--- src/rtl/spi_reg_pkg.sv ---
package spi_reg_pkg;
  localparam int ADR_NOP  = 'h0000;
  localparam int ADR_ERR  = 'h0001;
  localparam int ADR_PROG = 'h0003;
  localparam int ADR_ZHI  = 'h0016;
  localparam int ADR_ZLO  = 'h0017;
  localparam int ADR_CFG1 = 'h0018;
  localparam int ADR_CFG2 = 'h0019;
  localparam int ADR_DIAG = 'h3FFC;
  localparam int ADR_MAG  = 'h3FFD;
  localparam int ADR_RAW  = 'h3FFE;
  localparam int ADR_ANG  = 'h3FFF;

  localparam int EB_FRM = 0;
  localparam int EB_INV = 1;
  localparam int EB_PAR = 2;
  localparam int EB_W   = 3;

  localparam int CFG1_RAWSEL = 6;

  typedef enum logic {PH_CMD, PH_DATA} phase_t;
endpackage

--- src/rtl/spi_sync.sv ---
module spi_sync #(
  parameter int W = 3,
  parameter int STAGES = 2,
  parameter logic [W-1:0] RST_VAL = '0
) (
  input  logic         clk,
  input  logic         rst,
  input  logic [W-1:0] d,
  output logic [W-1:0] q
);
  localparam int CW = W * STAGES;
  logic [CW-1:0] chain;

  always_ff @(posedge clk) begin
    if (rst) chain <= {STAGES{RST_VAL}};
    else     chain <= {chain[CW-W-1:0], d};
  end

  assign q = chain[CW-1 -: W];
endmodule

--- src/rtl/spi_frame_phy.sv ---
module spi_frame_phy #(
  parameter int FRAME_W = 16
) (
  input  logic               clk,
  input  logic               rst,
  input  logic               cs_s,
  input  logic               sclk_s,
  input  logic               mosi_s,
  input  logic [FRAME_W-1:0] resp_word,
  output logic               frame_done,
  output logic [FRAME_W-1:0] frame_word,
  output logic               frame_len_ok,
  output logic               miso,
  output logic               miso_oe
);
  localparam int CNT_W = $clog2(FRAME_W + 2);
  localparam logic [CNT_W-1:0] CNT_MAX = '1;

  logic cs_q, sclk_q;
  logic [FRAME_W-1:0] rx_sh, tx_sh;
  logic [CNT_W-1:0] edge_cnt;
  logic cs_fall, cs_rise, sclk_fall;

  assign cs_fall   = cs_q & ~cs_s;
  assign cs_rise   = ~cs_q & cs_s;
  assign sclk_fall = sclk_q & ~sclk_s & ~cs_s;

  always_ff @(posedge clk) begin
    if (rst) begin
      cs_q <= 1'b1; sclk_q <= 1'b0;
      rx_sh <= '0; tx_sh <= '0; edge_cnt <= '0;
      frame_done <= 1'b0; frame_word <= '0; frame_len_ok <= 1'b0;
      miso <= 1'b0; miso_oe <= 1'b0;
    end else begin
      cs_q       <= cs_s;
      sclk_q     <= sclk_s;
      frame_done <= cs_rise;
      miso_oe    <= ~cs_s;
      miso       <= cs_s ? 1'b0 : tx_sh[FRAME_W-1];
      if (cs_fall) begin
        edge_cnt <= '0;
        rx_sh    <= '0;
        tx_sh    <= resp_word;
      end else if (sclk_fall) begin
        rx_sh <= {rx_sh[FRAME_W-2:0], mosi_s};
        tx_sh <= {tx_sh[FRAME_W-2:0], 1'b0};
        if (edge_cnt != CNT_MAX) edge_cnt <= edge_cnt + 1'b1;
      end
      if (cs_rise) begin
        frame_word   <= rx_sh;
        frame_len_ok <= (edge_cnt == CNT_W'(FRAME_W));
      end
    end
  end


  resp_parity_chk: assert property (@(posedge clk) disable iff (rst)
    cs_fall |=> (^tx_sh) == 1'b0);


  oe_idle_chk: assert property (@(posedge clk) disable iff (rst)
    cs_s |=> !miso_oe);
endmodule

--- src/rtl/spi_reg_bank.sv ---
module spi_reg_bank
  import spi_reg_pkg::*;
#(
  parameter int DATA_W = 14
) (
  input  logic              clk,
  input  logic              rst,
  input  logic [DATA_W-1:0] rd_addr,
  output logic [DATA_W-1:0] rd_data,
  output logic              rd_mapped,
  output logic              rd_writable,
  input  logic              wr_en,
  input  logic [DATA_W-1:0] wr_addr,
  input  logic [DATA_W-1:0] wr_data,
  input  logic [EB_W-1:0]   err_flags,
  input  logic [DATA_W-1:0] angle_raw,
  input  logic [DATA_W-1:0] angle_comp,
  input  logic [DATA_W-1:0] magnitude,
  input  logic [DATA_W-1:0] diag
);
  localparam int NW = 5;
  localparam int CFG1_IDX = 3;
  localparam int WADR [NW] = '{ADR_PROG, ADR_ZHI, ADR_ZLO, ADR_CFG1, ADR_CFG2};
  localparam int WRST [NW] = '{0, 0, 0, 1, 0};

  logic [DATA_W-1:0] wreg [NW];
  logic [NW-1:0] rhit, whit;

  for (genvar i = 0; i < NW; i++) begin : g_dec
    assign rhit[i] = (rd_addr == DATA_W'(WADR[i]));
    assign whit[i] = (wr_addr == DATA_W'(WADR[i]));
  end

  always_ff @(posedge clk) begin
    for (int i = 0; i < NW; i++) begin
      if (rst) wreg[i] <= DATA_W'(WRST[i]);
      else if (wr_en && whit[i]) wreg[i] <= wr_data;
    end
  end

  always_comb begin
    rd_data = '0;
    rd_mapped = 1'b0;
    rd_writable = 1'b0;
    for (int i = 0; i < NW; i++) begin
      if (rhit[i]) begin
        rd_data = wreg[i];
        rd_mapped = 1'b1;
        rd_writable = 1'b1;
      end
    end
    if (rd_addr == DATA_W'(ADR_NOP)) begin
      rd_mapped = 1'b1;
    end else if (rd_addr == DATA_W'(ADR_ERR)) begin
      rd_data = {{(DATA_W-EB_W){1'b0}}, err_flags};
      rd_mapped = 1'b1;
    end else if (rd_addr == DATA_W'(ADR_DIAG)) begin
      rd_data = diag; rd_mapped = 1'b1;
    end else if (rd_addr == DATA_W'(ADR_MAG)) begin
      rd_data = magnitude; rd_mapped = 1'b1;
    end else if (rd_addr == DATA_W'(ADR_RAW)) begin
      rd_data = angle_raw; rd_mapped = 1'b1;
    end else if (rd_addr == DATA_W'(ADR_ANG)) begin
      rd_data = wreg[CFG1_IDX][CFG1_RAWSEL] ? angle_raw : angle_comp;
      rd_mapped = 1'b1;
    end
  end


  wr_target_chk: assert property (@(posedge clk) disable iff (rst)
    wr_en |-> (|whit));
endmodule

--- src/rtl/angle_spi_slave.sv ---
module angle_spi_slave
  import spi_reg_pkg::*;
#(
  parameter int DATA_W = 14,
  parameter int SYNC_STAGES = 2
) (
  input  logic              clk,
  input  logic              rst,
  input  logic              cs_n,
  input  logic              sclk,
  input  logic              mosi,
  input  logic [DATA_W-1:0] angle_raw,
  input  logic [DATA_W-1:0] angle_comp,
  input  logic [DATA_W-1:0] magnitude,
  input  logic [DATA_W-1:0] diag,
  output logic              miso,
  output logic              miso_oe
);
  localparam int FRAME_W = DATA_W + 2;

  logic cs_s, sclk_s, mosi_s;
  logic frame_done, frame_len_ok;
  logic [FRAME_W-1:0] frame_word, resp_word;
  logic [DATA_W-1:0] rd_data, pend_addr, resp_data, cmd_addr;
  logic rd_mapped, rd_writable, wr_en, par_ok, is_rd, resp_ef;
  logic [EB_W-1:0] err_flags;
  phase_t phase;

  spi_sync #(.W(3), .STAGES(SYNC_STAGES), .RST_VAL(3'b100)) u_sync (
    .clk(clk), .rst(rst), .d({cs_n, sclk, mosi}), .q({cs_s, sclk_s, mosi_s}));

  spi_frame_phy #(.FRAME_W(FRAME_W)) u_phy (
    .clk(clk), .rst(rst), .cs_s(cs_s), .sclk_s(sclk_s), .mosi_s(mosi_s),
    .resp_word(resp_word), .frame_done(frame_done), .frame_word(frame_word),
    .frame_len_ok(frame_len_ok), .miso(miso), .miso_oe(miso_oe));

  assign cmd_addr = frame_word[DATA_W-1:0];
  assign is_rd    = frame_word[FRAME_W-2];
  assign par_ok   = ~^frame_word;
  assign wr_en    = frame_done & frame_len_ok & par_ok & (phase == PH_DATA);
  assign resp_word = {^{resp_ef, resp_data}, resp_ef, resp_data};

  spi_reg_bank #(.DATA_W(DATA_W)) u_bank (
    .clk(clk), .rst(rst), .rd_addr(cmd_addr), .rd_data(rd_data),
    .rd_mapped(rd_mapped), .rd_writable(rd_writable), .wr_en(wr_en),
    .wr_addr(pend_addr), .wr_data(cmd_addr), .err_flags(err_flags),
    .angle_raw(angle_raw), .angle_comp(angle_comp), .magnitude(magnitude),
    .diag(diag));

  always_ff @(posedge clk) begin
    if (rst) begin
      phase <= PH_CMD; pend_addr <= '0; err_flags <= '0;
      resp_data <= '0; resp_ef <= 1'b0;
    end else if (frame_done) begin
      phase <= PH_CMD;
      resp_data <= '0;
      resp_ef <= 1'b1;
      if (!frame_len_ok) begin
        err_flags[EB_FRM] <= 1'b1;
      end else if (!par_ok) begin
        err_flags[EB_PAR] <= 1'b1;
      end else if (phase == PH_DATA) begin
        resp_data <= cmd_addr;
        resp_ef <= 1'b0;
      end else if (is_rd && rd_mapped) begin
        resp_data <= rd_data;
        resp_ef <= 1'b0;
        if (cmd_addr == DATA_W'(ADR_ERR)) err_flags <= '0;
      end else if (!is_rd && rd_writable) begin
        resp_data <= rd_data;
        resp_ef <= 1'b0;
        phase <= PH_DATA;
        pend_addr <= cmd_addr;
      end else begin
        err_flags[EB_INV] <= 1'b1;
      end
    end
  end


  err_clear_chk: assert property (@(posedge clk) disable iff (rst)
    (frame_done && frame_len_ok && par_ok && phase == PH_CMD && is_rd
     && cmd_addr == DATA_W'(ADR_ERR)) |=> err_flags == '0);


  frame_err_chk: assert property (@(posedge clk) disable iff (rst)
    (frame_done && !frame_len_ok) |=> (err_flags[EB_FRM] && resp_ef));


  parity_err_chk: assert property (@(posedge clk) disable iff (rst)
    (frame_done && frame_len_ok && !par_ok) |=> (err_flags[EB_PAR] && resp_ef && !wr_en));


  data_phase_chk: assert property (@(posedge clk) disable iff (rst)
    $rose(phase == PH_DATA) |-> $past(frame_done));
endmodule

--- config.mk ---
export PLATFORM = sky130hd
export DESIGN_NAME = angle_spi_slave
export DESIGN_NICKNAME = d
export VERILOG_FILES = /design/src/rtl/spi_reg_pkg.sv /design/src/rtl/spi_sync.sv /design/src/rtl/spi_frame_phy.sv /design/src/rtl/spi_reg_bank.sv /design/src/rtl/angle_spi_slave.sv
export SDC_FILE = /design/constraint.sdc
export NUM_CORES = 1
export LEC_CHECK = 0
export ABC_CLOCK_PERIOD_IN_PS = 11200
export BUFFER_PORTS_ARGS = -buffer_cell sky130_fd_sc_hd__buf_2
export CAP_MARGIN = 20
export CORE_AREA = 2 2 168 88
export DETAILED_ROUTE_END_ITERATION = 8
export DIE_AREA = 0 0 170 90
export PLACE_DENSITY_LB_ADDON = 0.1
export SETUP_SLACK_MARGIN = 0.15
export SLEW_MARGIN = 20
export SYNTH_ARGS = -nofsm -noshare
export SYNTH_HDL_FRONTEND = slang
export SYNTH_SLANG_ARGS = --single-unit
--- constraint.sdc ---
create_clock -name clk -period 11.2 [get_ports clk]
set_clock_uncertainty 0.05 [all_clocks]
set_input_delay 2.8 -clock clk [delete_from_list [all_inputs] [get_ports clk]]
set_output_delay 2.8 -clock clk [all_outputs]
set_load 0.05 [all_outputs]
==> results by stage <==
Detailed routing:
- In the final routed layout, each cell accounts on average for ~22 um.
- For this block, the initial DRC count from the detailed router was 1,354.
- Dividing the detail-routed via count by the number of cells gives 6.67.
- The number of antenna-violating nets in the routed design is 0.
- The via count of the routed design is 8,086.
- The post-detailed-routing wire length is 26.2 mm.
- For this run, design rule violations remaining after detail routing come to 0.
- For this run, the detailed router's first-pass iteration total came to 7.

Synthesis:
- The area fraction in compound gates after synthesis is 21.1%.
- The largest family of logic cells by synthesized area is compound AO/OA/AOI/OAI gates.
- The post-synthesis adder-cell area fraction is 3.15%.
- Counting flops and latches in the post-synthesis netlist gives 168.
- The netlist area before placement is roughly 8700 um2.
- Counting every net in the synthesized netlist gives approximately 1,100.
- Of all flip-flops after synthesis, the portion carrying an async set or reset was 0%.
- The sequential-to-total area share from yosys stat is 46.5%.
- Yosys mapped a number of flops with a built-in enable equal to 70.
- The simple-gate area share of the yosys netlist is 19.2%.
- For this run, the leading register cell type out of synthesis is dfxtp_1.
- The synthesized area per cell is 8.69 um2.
- In the synthesized netlist, the number of instances is 1,006.
- The portion of netlist area occupied by mux cells is around 2.4%.
- The XOR/XNOR share of the synthesized area is around 2.6%.
- The number of unique standard cell types used by synthesis is 57.
- The Yosys step of the flow raised 0 warnings.

Floorplan:
- The overall die width is 170 um.
- The floorplan step defined a core boundary enclosing ~14,000 um2.
- In this run the count of I/O pins placed on the die edge is 63.
- The vertical extent of the die is 90 um.
- The total die area is 15,300 um2.
- The starting density of the core is 62.6%.
- The site row count is 31.

CTS:
- The number of buffers inserted for hold repair after clock tree synthesis is 0.
- CTS saw ~170 sinks.
- After clock tree synthesis, the clock-pin slew on the worst setup and hold paths is 0.07 ns.
- The cell sitting at the root of the clock tree is a clkbuf_16.
- Post-CTS repair changed the size of 0 cells.
- The later pin in the worst-skew pair is clocked with a latency of roughly 0.44 ns.
- TritonCTS built the clock tree.
- The number of clock buffers added by TritonCTS is 17.
- The number of buffers inserted to repair setup after CTS is 0.
- The clock passes through at most 2 buffers.
- The H-tree was split into 4 levels.

STA:
- The share of the cycle needed by the critical path after routing is 37.7%.
- The number of hold-slack violations in the final timing report is 0.
- The worst path needs 4.22 ns of the cycle, external delays included.
- After layout, the worst setup slack is 6.98 ns.
- The accumulated negative setup slack is 0 ns.
- The final setup violation count is 0.
- The fmax is 237 MHz.
- Headroom to the max-slew limit came out at between 20% and 30%.
- The slew at the pin closest to its max-slew limit is about 1.1 ns.
- The number of pins with negative max-slew slack in the final report came to 0.
- Setup repair after global routing left no endpoint under its margin.

Placement:
- The routability congestion estimate is 1.01.
- The post-DP HPWL is approximately 18 mm.
- During placement, the flow inserted port buffers numbering just over 60.
- The worst slack at placement is 6.65 ns.

Power and ir drop:
- Combinational logic burns 3.2% of the power.
- In this run, flip-flops and latches consume 51.0% of the power.
- Summed over all nets, the switching power comes to 0.316 mW.
- The worst voltage drop across the vdd grid is 0.000111 V.
- The switching power share of the total is roughly 25%.
- The leakage power of the design is around 3.4 nW.
- The clock share of power is a little under half.
- The internal power of the cells totals 0.962 mW.
- The power density normalized to cell area is 132 nW/um2.

Critical path:
- The worst setup path is captured at a register.
- STA puts the critical path data arrival time at about 4.3 ns.
- By startpoint and endpoint, the worst setup path is classified as reg2reg.
- The data required time of the critical path is between 10 and 15 ns.
- The nature of the critical path startpoint is a register.
- The maximum fanout encountered on the critical timing path is 30.

Layout:
- The library cell used most frequently in the layout, excluding fill and tap cells, is nand2_1.
- The area overhead of the layout relative to synthesis is 10.7%.
- The count of inserted antenna diode cells is 0.
- In the final layout, the share of cells above drive strength 1 is a little under an eighth.
- At the end of the flow, the number of nets in the layout was 1,102.
- In the layout the commonest cells are nand2_1, a21oi_1, nor2_1.

Global route:
- Global routing used 34.8% of the available tracks.
- The largest net degree at the start of global routing is 89.
- The first global-routing pass estimated slightly above 40 mm of wire.
- The total overflow left after global routing is 0.
- The via count of the first global-routing pass is between 7,000 and 8,000.
- The number of antenna violations at the first check in global routing is 0.

Status:
- The flow ran to the end, and the final reports show no timing, DRC or antenna violations.

Hold path:
- The path class of the lowest-slack min-delay path is reg2reg.

Run:
- The number of maximum-capacitance violations is 0.
==> kinds of logic (layout without fill, tap and decap cells) <==
kind of cell | Yosys count | count (layout)
muxes | 21 | 21
buffers and inverters | 110 | 136
and+or+nand+nor | 379 | 379
AOI/OAI and AO/OA | 282 | 282
xor gates and xnor gates | 24 | 24
adders and majority gates | 22 | 22
DFF | 168 | 168
==> per-stage QoR <==
stage | util, % | std cells | hold slack (ns) | total power [mW] | cell area, um2
5_1_grt | 69.3 | 1213 | 0.386 | 1.32 | 9680
4_1_cts | 69.3 | 1213 | 0.363 | 1.28 | 9670
6_report | 69.3 | 1213 | 0.362 | 1.28 | 9680
3_3_place_gp | 64.8 | 1181 | 0.345 | 0.704 | 9050
2_1_floorplan | - | 1006 | 0.339 | 0.683 | 8740
3_5_place_dp | 64.9 | 1181 | 0.345 | 0.704 | 9060
==> state kept, by name, summed over array words and instances, names as in the netlist, 3 cells and up <==
signal            flops
pend_addr            14
u_phy.edge_cnt        5
u_phy.rx_sh          16
u_phy.frame_word     16
u_bank.wreg          70
u_phy.tx_sh          16
err_flags             3
u_sync.chain          6
resp_data            14
==> power groups by stage <==
| stage | logic, mW | clock network (mW) | registers (mW) |
|---|---|---|---|
| 6_report | 0.0408 | 0.586 | 0.651 |
| 5_1_grt | 0.0445 | 0.619 | 0.652 |
| 4_1_cts | 0.0400 | 0.586 | 0.651 |
| 3_5_place_dp | 0.0399 | 0 | 0.665 |
| 3_3_place_gp | 0.0394 | 0 | 0.665 |
| 2_1_floorplan | 0.0209 | 0 | 0.662 |
==> area by class of cell <==
cell class | instances | area [um2]
clock buffer | 17 | 425
sequential | 168 | 4060
timing repair buffer | 75 | 410
clock inverter | 15 | 184
fill | 1110 | 4290
inverter | 29 | 109
multi-input combinational | 728 | 4260
tap | 181 | 226
==> worst max-delay path: stages (launching register included) <==
cell	delay [ns]
dfxtp_1	0.62
inv_1	0.22
ha_1	0.35
xor2_1	0.15
xnor3_1	0.45
xnor2_2	0.31
nand4_1	0.24
or2_2	0.63
o21ai_1	0.58
buf_4	0.30
==> synthesized netlist by cell type, types with 10 or more instances <==
cell type | instances | area (um2)
mux2i_1 | 21 | 210
o21ai_0 | 41 | 205
clkbuf_1 | 71 | 267
ha_1 | 22 | 275
nor2_1 | 105 | 394
o2bb2ai_1 | 16 | 140
a22oi_1 | 17 | 128
a32oi_1 | 21 | 184
and3_1 | 12 | 75.1
dfxtp_1 | 98 | 1960
nand3_1 | 19 | 95.1
nor4_1 | 29 | 181
a2bb2oi_1 | 17 | 149
a21oi_1 | 115 | 576
edfxtp_1 | 70 | 2100
inv_1 | 29 | 109
nor3_1 | 10 | 50.1
nand2_1 | 166 | 623
xnor2_1 | 16 | 140
==> path summary, 6_finish.rpt <==
check,depth (start not counted),slack [ns],end,start
worst max-delay path,9,6.98,u_bank.wreg[1][6],u_phy.frame_word[3]
worst min-delay path,1,0.36,u_sync.chain[5],u_sync.chain[2]
worst max register to register,9,6.98,u_bank.wreg[1][6],u_phy.frame_word[3]
worst min register to register,1,0.36,u_sync.chain[5],u_sync.chain[2]
==> per-layer routing <==
metal	global-route usage, %	part of all wire, %
met1	54.2	45
met2	42.4	37
met3	17.0	17
met4	6.70	1.6
met5	0	0
Note: power is estimated with default switching activity, not from simulation.
